--- config.mk ---
export PLATFORM = sky130hd
export DESIGN_NAME = mar_attr_resolver
export DESIGN_NICKNAME = d
export VERILOG_FILES = /design/src/rtl/mar_pkg.sv /design/src/rtl/mar_region_match.sv /design/src/rtl/mar_sram_match.sv /design/src/rtl/mar_attr_select.sv /design/src/rtl/mar_attr_resolver.sv
export SDC_FILE = /design/constraint.sdc
export NUM_CORES = 1
export LEC_CHECK = 0
export BUFFER_PORTS_ARGS = -buffer_cell sky130_fd_sc_hd__buf_4
export CAP_MARGIN = 20
export CORE_AREA = 3 3 146 148
export DETAILED_ROUTE_END_ITERATION = 16
export DIE_AREA = 0 0 149 151
export HOLD_SLACK_MARGIN = 0.08
export PLACE_DENSITY_LB_ADDON = 0.15
export REMOVE_ABC_BUFFERS = 1
export SLEW_MARGIN = 20
export SYNTH_ARGS = -nofsm -noshare
export SYNTH_HDL_FRONTEND = slang
export SYNTH_SLANG_ARGS = --single-unit
--- constraint.sdc ---
create_clock -name clk -period 2.49 [get_ports clk]
set_clock_uncertainty 0.1 [all_clocks]
set_input_delay 0.3735 -clock clk [delete_from_list [all_inputs] [get_ports clk]]
set_output_delay 0.3735 -clock clk [all_outputs]
set_load 0.01 [all_outputs]
--- src/rtl/mar_pkg.sv ---
package mar_pkg;

    localparam int NUM_RGN = 4;

    typedef enum logic [1:0] {
        CM_COPYBACK     = 2'b00,
        CM_WTHRU        = 2'b01,
        CM_NC_PRECISE   = 2'b10,
        CM_NC_IMPRECISE = 2'b11
    } cmode_e;

    typedef enum logic [2:0] {
        SRC_SPECIAL,
        SRC_SRAM,
        SRC_RGN_A,
        SRC_RGN_B,
        SRC_DEFAULT
    } src_e;

    typedef struct packed {
        cmode_e cmode;
        logic   sram_hit;
        logic   wprot;
        logic   viol;
        logic   wthru;
    } attr_t;

endpackage

--- src/rtl/mar_region_match.sv ---
module mar_region_match #(
    parameter int AW = 32
) (
    input  logic          en,
    input  logic [AW-1:0] base,
    input  logic [AW-1:0] mask,
    input  logic [AW-1:0] addr,
    output logic          hit
);
    logic [AW-1:0] care;

    always_comb begin
        care = ~mask;
        hit  = en && ((addr & care) == (base & care));
    end
endmodule

--- src/rtl/mar_sram_match.sv ---
module mar_sram_match #(
    parameter int AW       = 32,
    parameter int WIN_LOG2 = 12
) (
    input  logic                   en,
    input  logic [AW-WIN_LOG2-1:0] base,
    input  logic [AW-1:0]          addr,
    output logic                   hit
);
    localparam int TAG_W = AW - WIN_LOG2;

    logic [TAG_W-1:0] tag;
    logic             unused_low;

    always_comb begin
        tag        = addr[AW-1:WIN_LOG2];
        unused_low = ^addr[WIN_LOG2-1:0];
        hit        = en && (tag == base);
    end
endmodule

--- src/rtl/mar_attr_select.sv ---
module mar_attr_select
    import mar_pkg::*;
(
    input  logic       clk,
    input  logic       rst_n,
    input  logic       vld,
    input  logic       is_instr,
    input  logic       special,
    input  logic       iack_emu,
    input  logic       csp_mask,
    input  logic       tas,
    input  logic       write,
    input  logic       rmw,
    input  logic       sram_match,
    input  logic [3:0] rgn_hit,
    input  logic [7:0] rgn_cmode,
    input  logic [3:0] rgn_wp,
    input  logic [1:0] dflt_cmode,
    input  logic       dflt_wp,
    output attr_t      attr,
    output src_e       src
);
    logic       a_hit, b_hit, a_wp, b_wp;
    logic [1:0] a_cm, b_cm;
    logic       tas_data;

    // chain selection: data uses regions 0/1, instructions regions 2/3
    always_comb begin
        a_hit = is_instr ? rgn_hit[2]     : rgn_hit[0];
        b_hit = is_instr ? rgn_hit[3]     : rgn_hit[1];
        a_cm  = is_instr ? rgn_cmode[5:4] : rgn_cmode[1:0];
        b_cm  = is_instr ? rgn_cmode[7:6] : rgn_cmode[3:2];
        a_wp  = is_instr ? rgn_wp[2]      : rgn_wp[0];
        b_wp  = is_instr ? rgn_wp[3]      : rgn_wp[1];
    end

    // source decision in priority order
    always_comb begin
        if (special)         src = SRC_SPECIAL;
        else if (sram_match) src = SRC_SRAM;
        else if (a_hit)      src = SRC_RGN_A;
        else if (b_hit)      src = SRC_RGN_B;
        else                 src = SRC_DEFAULT;
    end

    // attributes for the chosen source
    always_comb begin
        attr       = '0;
        tas_data   = tas && !is_instr;
        unique case (src)
            SRC_SPECIAL: begin
                attr.cmode    = CM_NC_PRECISE;
                attr.sram_hit = sram_match && iack_emu && !csp_mask;
                attr.wprot    = 1'b0;
            end
            SRC_SRAM: begin
                attr.cmode    = CM_NC_PRECISE;
                attr.sram_hit = 1'b1;
                attr.wprot    = 1'b0;
            end
            SRC_RGN_A: begin
                attr.cmode = tas_data ? CM_NC_PRECISE : cmode_e'(a_cm);
                attr.wprot = a_wp;
            end
            SRC_RGN_B: begin
                attr.cmode = tas_data ? CM_NC_PRECISE : cmode_e'(b_cm);
                attr.wprot = b_wp;
            end
            SRC_DEFAULT: begin
                attr.cmode = tas_data ? CM_NC_PRECISE : cmode_e'(dflt_cmode);
                attr.wprot = dflt_wp;
            end
            default: attr.cmode = CM_NC_PRECISE;
        endcase
        attr.viol  = (src != SRC_SPECIAL) && attr.wprot && (write || rmw || tas);
        attr.wthru = (attr.cmode != CM_COPYBACK);
    end

    AST_SPECIAL_FIXED: assert property (@(posedge clk) disable iff (!rst_n)
        (vld && special) |-> (attr.cmode == CM_NC_PRECISE && !attr.wprot && !attr.viol));

    AST_SPECIAL_SRAM_GATE: assert property (@(posedge clk) disable iff (!rst_n)
        (vld && special && (csp_mask || !iack_emu)) |-> !attr.sram_hit);

    AST_SRAM_HIT_NC: assert property (@(posedge clk) disable iff (!rst_n)
        (vld && attr.sram_hit) |-> (attr.cmode == CM_NC_PRECISE));

    AST_TAS_NC: assert property (@(posedge clk) disable iff (!rst_n)
        (vld && tas && !is_instr && !special) |-> (attr.cmode == CM_NC_PRECISE));

    AST_WTHRU_MODE: assert property (@(posedge clk) disable iff (!rst_n)
        (vld && attr.cmode == CM_COPYBACK) |-> !attr.wthru);

endmodule

--- src/rtl/mar_attr_resolver.sv ---
module mar_attr_resolver
    import mar_pkg::*;
#(
    parameter int AW       = 32,
    parameter int WIN_LOG2 = 12,
    parameter bit REG_OUT  = 1'b1
) (
    input  logic                   clk,
    input  logic                   rst_n,
    input  logic                   req_valid,
    input  logic [AW-1:0]          req_addr,
    input  logic                   req_is_instr,
    input  logic                   req_special,
    input  logic                   req_iack_emu,
    input  logic                   req_tas,
    input  logic                   req_write,
    input  logic                   req_rmw,
    input  logic                   csp_mask,
    input  logic                   sram_en,
    input  logic [AW-WIN_LOG2-1:0] sram_base,
    input  logic [NUM_RGN-1:0]     rgn_en,
    input  logic [NUM_RGN*AW-1:0]  rgn_base,
    input  logic [NUM_RGN*AW-1:0]  rgn_mask,
    input  logic [2*NUM_RGN-1:0]   rgn_cmode,
    input  logic [NUM_RGN-1:0]     rgn_wp,
    input  logic [1:0]             dflt_cmode,
    input  logic                   dflt_wp,
    output logic                   out_valid,
    output logic [AW-1:0]          out_addr,
    output logic [1:0]             out_cmode,
    output logic                   out_sram_hit,
    output logic                   out_wprot,
    output logic                   out_wthru,
    output logic                   out_violation
);
    logic [NUM_RGN-1:0] rgn_hit;
    logic               sram_match;
    attr_t              attr;
    src_e               src;

    for (genvar g = 0; g < NUM_RGN; g++) begin : g_rgn
        mar_region_match #(.AW(AW)) u_match (
            .en   (rgn_en[g]),
            .base (rgn_base[g*AW +: AW]),
            .mask (rgn_mask[g*AW +: AW]),
            .addr (req_addr),
            .hit  (rgn_hit[g])
        );
    end

    mar_sram_match #(.AW(AW), .WIN_LOG2(WIN_LOG2)) u_sram (
        .en   (sram_en),
        .base (sram_base),
        .addr (req_addr),
        .hit  (sram_match)
    );

    mar_attr_select u_sel (
        .clk        (clk),
        .rst_n      (rst_n),
        .vld        (req_valid),
        .is_instr   (req_is_instr),
        .special    (req_special),
        .iack_emu   (req_iack_emu),
        .csp_mask   (csp_mask),
        .tas        (req_tas),
        .write      (req_write),
        .rmw        (req_rmw),
        .sram_match (sram_match),
        .rgn_hit    (rgn_hit),
        .rgn_cmode  (rgn_cmode),
        .rgn_wp     (rgn_wp),
        .dflt_cmode (dflt_cmode),
        .dflt_wp    (dflt_wp),
        .attr       (attr),
        .src        (src)
    );

    if (REG_OUT) begin : g_reg
        always_ff @(posedge clk or negedge rst_n) begin
            if (!rst_n) begin
                out_valid     <= 1'b0;
                out_addr      <= '0;
                out_cmode     <= '0;
                out_sram_hit  <= 1'b0;
                out_wprot     <= 1'b0;
                out_wthru     <= 1'b0;
                out_violation <= 1'b0;
            end else begin
                out_valid <= req_valid;
                if (req_valid) begin
                    out_addr      <= req_addr;
                    out_cmode     <= attr.cmode;
                    out_sram_hit  <= attr.sram_hit;
                    out_wprot     <= attr.wprot;
                    out_wthru     <= attr.wthru;
                    out_violation <= attr.viol;
                end
            end
        end

        AST_OUT_LATENCY: assert property (@(posedge clk) disable iff (!rst_n)
            req_valid |=> out_valid);

        AST_OUT_HOLD: assert property (@(posedge clk) disable iff (!rst_n)
            !req_valid |=> ($stable(out_cmode) && $stable(out_addr) && $stable(out_violation)));

        AST_ADDR_PASS: assert property (@(posedge clk) disable iff (!rst_n)
            req_valid |=> (out_addr == $past(req_addr)));
    end else begin : g_comb
        always_comb begin
            out_valid     = req_valid;
            out_addr      = req_addr;
            out_cmode     = attr.cmode;
            out_sram_hit  = attr.sram_hit;
            out_wprot     = attr.wprot;
            out_wthru     = attr.wthru;
            out_violation = attr.viol;
        end

        AST_COMB_ADDR: assert property (@(posedge clk) disable iff (!rst_n)
            req_valid |-> (out_addr == req_addr));
    end

    AST_SPECIAL_NO_VIOL: assert property (@(posedge clk) disable iff (!rst_n)
        (req_valid && src == SRC_SPECIAL) |-> !attr.viol);

endmodule

After elaboration in Yosys (flattened, before gate mapping)
Index checks and enable logic that the tools add are counted.

Mux-type cells: 16. Bitwise operators: 12. Equality and inequality tests: 9. Reduce and logical (&&, ||, !) cells: 17.

Operator list (number): 32-bit bitwise AND (8); 32-bit == test (4); 32-bit inverter (4); 20-bit == test (1); 3-bit 2-to-1 mux (4); 1-bit logical AND (10); 2-bit 2-to-1 mux (5); 3-bit by 2-bit == test with 1-bit output (second input constant) (2); 2-bit one-hot mux with 3 select lines (1); 1-bit 2-to-1 mux (4); 3-bit by 1-bit == test with 1-bit output (second input constant) (1); 3-bit == test (second input constant) (1); 3-bit zero test (1); 1-bit one-hot mux with 3 select lines (1); 3-bit nonzero test (1); 1-bit zero test (2); 1-bit logical OR (2); 1-bit one-hot mux with 2 select lines (1); 2-bit nonzero test (1).

Flip-flop bits (word level): 39. Bits of input ports: 338.

Longest topological paths before layout
Word-level depth: 13. Depth in mapped cells: 10. Depth with buffers taken out: 8.

Hierarchy
From an unflattened synthesis, not the netlist that was laid out.

Cells, all modules: 385. Area, all modules: 3784.9 um2.

By module, submodules not included: mar_region_match (cells an instance 59, area an instance 441.7 um2, times used 4); mar_attr_resolver (cells an instance 81, area an instance 1517.7 um2, times used 1); mar_attr_select (cells an instance 41, area an instance 276.5 um2, times used 1); mar_sram_match (cells an instance 27, area an instance 224.0 um2, times used 1).

Worst setup path before layout
No wires, ideal clock.

Path type: input -> register. Start point: in req_addr[6]. End point: reg out_wthru. Arrival time: 2013 ps. Buffers on the path: 1. Stages: 9. Path slack: 242 ps. Setup time: 135 ps. Cells stage by stage: buf_2 xnor2_1 o22ai_1 nor4_1 o211ai_1 o22ai_2 mux2_1 nor4_1 o31ai_1.

Longest elaborated chain between the ends: 11. Elaborated cells on any way between the ends: 23. Classes of those cells: 7 x eq/ne; 7 x mux; 4 x bitwise; 5 x reduce/logical.

Ends and longest elaborated chain: start: declaration (RTL line mar_attr_resolver.sv:11) `input logic [AW-1:0] req_addr,`; 32-bit bitwise AND (RTL line mar_region_match.sv:14) `hit = en && ((addr & care) == (base & care));`; 32-bit == test (RTL line mar_region_match.sv:14); 1-bit logical AND (RTL line mar_region_match.sv:14); 1-bit 2-to-1 mux (RTL line mar_attr_select.sv:30) `b_hit = is_instr ? rgn_hit[3] : rgn_hit[1];`; 3-bit 2-to-1 mux (RTL line mar_attr_select.sv:42) `else if (b_hit) src = SRC_RGN_B;`; 3-bit 2-to-1 mux * (RTL line mar_attr_select.sv:41) `else if (a_hit) src = SRC_RGN_A;`; 3-bit 2-to-1 mux * (RTL line mar_attr_select.sv:40) `else if (sram_match) src = SRC_SRAM;`; 3-bit 2-to-1 mux * (RTL line mar_attr_select.sv:39) `if (special) src = SRC_SPECIAL;`; 3-bit == test / 3-bit by 2-bit == test with 1-bit output (equally long branches) (RTL line mar_attr_select.sv:50) `unique case (src)`; 2-bit one-hot mux with 3 select lines * (RTL line mar_attr_select.sv:50); 2-bit nonzero test * (RTL line mar_attr_select.sv:76) `attr.wthru = (attr.cmode != CM_COPYBACK);`; end signal: assignment (RTL line mar_attr_resolver.sv:96) `out_wthru <= attr.wthru;`; end: declaration (RTL line mar_attr_resolver.sv:33) `output logic out_wthru,`.

Mark *: on every way between the ends. The rest lies on a longest branch, timed or not. A chain may end at the register's enable or synchronous reset.

Final worst setup path
Start point: in req_addr[28]. End point: reg out_wthru.

Longest elaborated chain between the ends: 11. Elaborated cells on any way between the ends: 25. Classes of those cells: 8 x eq/ne; 7 x mux; 4 x bitwise; 6 x reduce/logical.

Ends and longest elaborated chain (RTL line): 32-bit bitwise AND (mar_region_match.sv:14); 32-bit == test (mar_region_match.sv:14); 1-bit logical AND (mar_region_match.sv:14); 1-bit 2-to-1 mux (mar_attr_select.sv:30); 3-bit 2-to-1 mux (mar_attr_select.sv:42); 3-bit 2-to-1 mux (mar_attr_select.sv:41); 3-bit 2-to-1 mux * (mar_attr_select.sv:40); 3-bit 2-to-1 mux * (mar_attr_select.sv:39); 3-bit == test / 3-bit by 2-bit == test with 1-bit output (equally long branches) (mar_attr_select.sv:50); 2-bit one-hot mux with 3 select lines * (mar_attr_select.sv:50); 2-bit nonzero test * (mar_attr_select.sv:76).

Marked as above.

==> metrics.cfg <==
[yosys]
synth.most_common_cell = xnor2_1
synth_commonest_cells = xnor2_1 (140), o22ai_1 (56), dfrtp_1 (39)
synth_area_leaders = xnor2_1 (33%), dfrtp_1 (26%), mux2_2 (11%)
syn_avg_cell_area_um2 = 9.540
synth-seq-area-share = 0.2597
yosys_warnings = 0
synth_area_leader_cell = xnor2_1
synthCells = 394
synth_ff_type = dfrtp_1
synth-edff-count = 0
synth_cell_type_count = 30
synth_top_area_frac = 0.3262
ys_ff_latch = 39
synth_area_um2 = 3759
synth_async_sr_flop_share = 1.000

[sta]
timing.fmax_ghz = 0.4201
whs_ns = 0.2704
hold_viol_final = 0
tightest_slew_ns = 0.5821
finalCritPeriodShare = 0.9560
post-route-min-period_ns = 2.380
maxSlewViolCount = 0
setup_viol = 0
slew_headroom = 0.6119

[clocking]
insertion_delay_ns = 0.29
root_buffer = clkbuf_16
ctsLongestPathBuffers = 2
htreeDepth = 2
numCtsBuffers = 5
clk_pin_slew_ns = 0.06
cts.sinks = 39
cts_tree = yes

[layout]
layout-drive-gt1-share = 0.6203
fin_util = 0.3702
final_nets = 1143
layoutNonFillerInstCount = 1076
stdcell_area_um2 = 7467
insertedDiodeCount = 0
syn2layout_area_growth_pct = 98.67

[grt]
grt_pass1_vias = 5093
grt_pass1_wl_mm = 31.01
grtUsageTotal = 0.1902
antenna_found_initial = 0
overflow = 0
grt_max_degree = 40

[setup_path]
path_max_fanout = 5
arrival_ns = 2.45
crit_path_end_kind = flip-flop
worstSetupPathType = in -> reg
cp_data_required_time_ns = 2.56
crit_path_start_kind = primary input

[floorplanning]
core_area_um2 = 20170
io_pins = 377
rows = 52
start_util = 0.1864
die_h_um = 151
fp.dieW_um = 149
dieArea_um2 = 22500

[detailed_routing]
routed_wl_mm = 22.58
drt_iter0_drc = 109
wl_per_cell_um = 20.99
vias = 4615
viasPerCell = 4.289
drtAntennaViolNets = 0
drt_first_pass_iters = 4
drcViolationCount = 0

[pwr]
clkPwrFrac = 0.246
pwr_density_cell_nw_per_um2 = 355.6
peakVddDrop_uv = 222.3
switching_share = 0.3103
p_seq_frac = 0.274
comb_power_share = 0.481
p_leak_nw = 3.353
p_int_mw = 1.831
p_sw_uw = 823.9
power_mw = 2.655

[placed_design]
hpwlAfterDp_mm = 20.18
gp_congestion = 0.8461
dp.cells = 1066
placed_cell_area_um2 = 7191
portBuffers = 376

[job]
cap_violations = 0

[outcome]
status = finished clean

[worst_hold_path]
hold_class = in -> reg

area by class of cell:
class | instances | area, um^2
Tap cell | 270 | 337.8
Inverter | 5 | 18.77
Fill cell | 2134 | 12700
Clock inverter | 2 | 12.51
Multi-Input combinational cell | 312 | 2648
Clock buffer | 6 | 128.9
Sequential cell | 39 | 975.9
Timing Repair Buffer | 442 | 3346
routing by layer:
layer  share of wire  GRT usage  wire length [um]  vias up
li1                -          -                 -     2223
met1            0.39     0.2192              8831     2153
met2            0.52     0.3571             11790      217
met3           0.070    0.04488              1576       22
met4           0.017    0.04073               386        0
met5               0          0                 0        -
through the flow:
stage | setup slack, ns | setup TNS (ns)
floorplan | 0.3898 | 0
global placement | -0.4698 | -2.128
detailed placement | -0.5015 | -2.194
CTS | 0.02953 | 0
global route | -0.01900 | -0.03262
finish | 0.1096 | 0
worst paths after layout:
check / start / endpoint / slack [ns] / cells after the start
max reg2reg: out_wprot$_DFFE_PN0P_ / out_wprot$_DFFE_PN0P_ / 1.54 / 1
min in group asynchronous: rst_n / out_addr[13]$_DFFE_PN0P_ / 0.53 / 2
min: req_addr[5] / out_addr[5]$_DFFE_PN0P_ / 0.27 / 2
max: req_addr[28] / out_wthru$_DFFE_PN0P_ / 0.11 / 10
min reg2reg: out_addr[20]$_DFFE_PN0P_ / out_addr[20]$_DFFE_PN0P_ / 0.41 / 1
max in group asynchronous: rst_n / out_addr[6]$_DFFE_PN0P_ / 1.35 / 2
worst max-delay path: stages:
cell	delay, ns
buf_4	0.12
buf_4	0.18
xnor2_1	0.18
o22ai_1	0.12
nor4_1	0.29
o211ai_1	0.29
o22ai_4	0.24
mux2_2	0.38
nor4_4	0.15
o31ai_1	0.12
logic make-up (layout without fill, tap and decap cells):
logic type | after synthesis | count (layout) | synth area share
and+or+nand+nor | 44 | 44 | 0.06891
muxes | 39 | 39 | 0.1162
DFF | 39 | 39 | 0.2597
buffers and inverters | 43 | 455 | 0.06724
xor gates and xnor gates | 148 | 148 | 0.3449
AOI/OAI and AO/OA | 81 | 81 | 0.1431
cell usage in the layout, fill, tap and decap left out, drive strengths merged, types with 2 or more instances in the layout:
cell type,netlist,layout
o22ai,58,58
o21ai,6,6
nand4,3,3
nor2b,3,3
nor3,8,8
inv,5,5
buf,34,441
o31ai,2,2
o211ai,6,6
mux2,37,37
dfrtp,39,39
a21oi,2,2
o22a,4,4
nand3,6,6
nor3b,2,2
clkbuf,4,6
xnor2,140,140
mux2i,2,2
xor2,8,8
nor2,4,4
a221o,2,2
nor4,16,16
power groups by stage:
stage / Combinational, mW / Sequential, mW / Clock [mW]
after detailed placement: 1.27 / 0.739 / 0
final: 1.28 / 0.726 / 0.652
after CTS: 1.28 / 0.728 / 0.682
after floorplan: 0.379 / 0.761 / 0
after global routing: 1.38 / 0.735 / 0.694
after global placement: 1.26 / 0.737 / 0
what timing repair did:
item	in CTS	in global routing
gates resized for setup	7	12
hold buffers	1	0
setup endpoints to repair	5	5
hold endpoints to repair	39	0
pin swaps	2	8
buffers inserted	0	1
cloned	0	0
sequential cells by signal, indices dropped and copies added, names as in the netlist:
name,cells
out_sram_hit,1
out_wprot,1
out_violation,1
out_cmode,2
out_wthru,1
out_addr,32
out_valid,1
(Power assumes the default switching activity.)
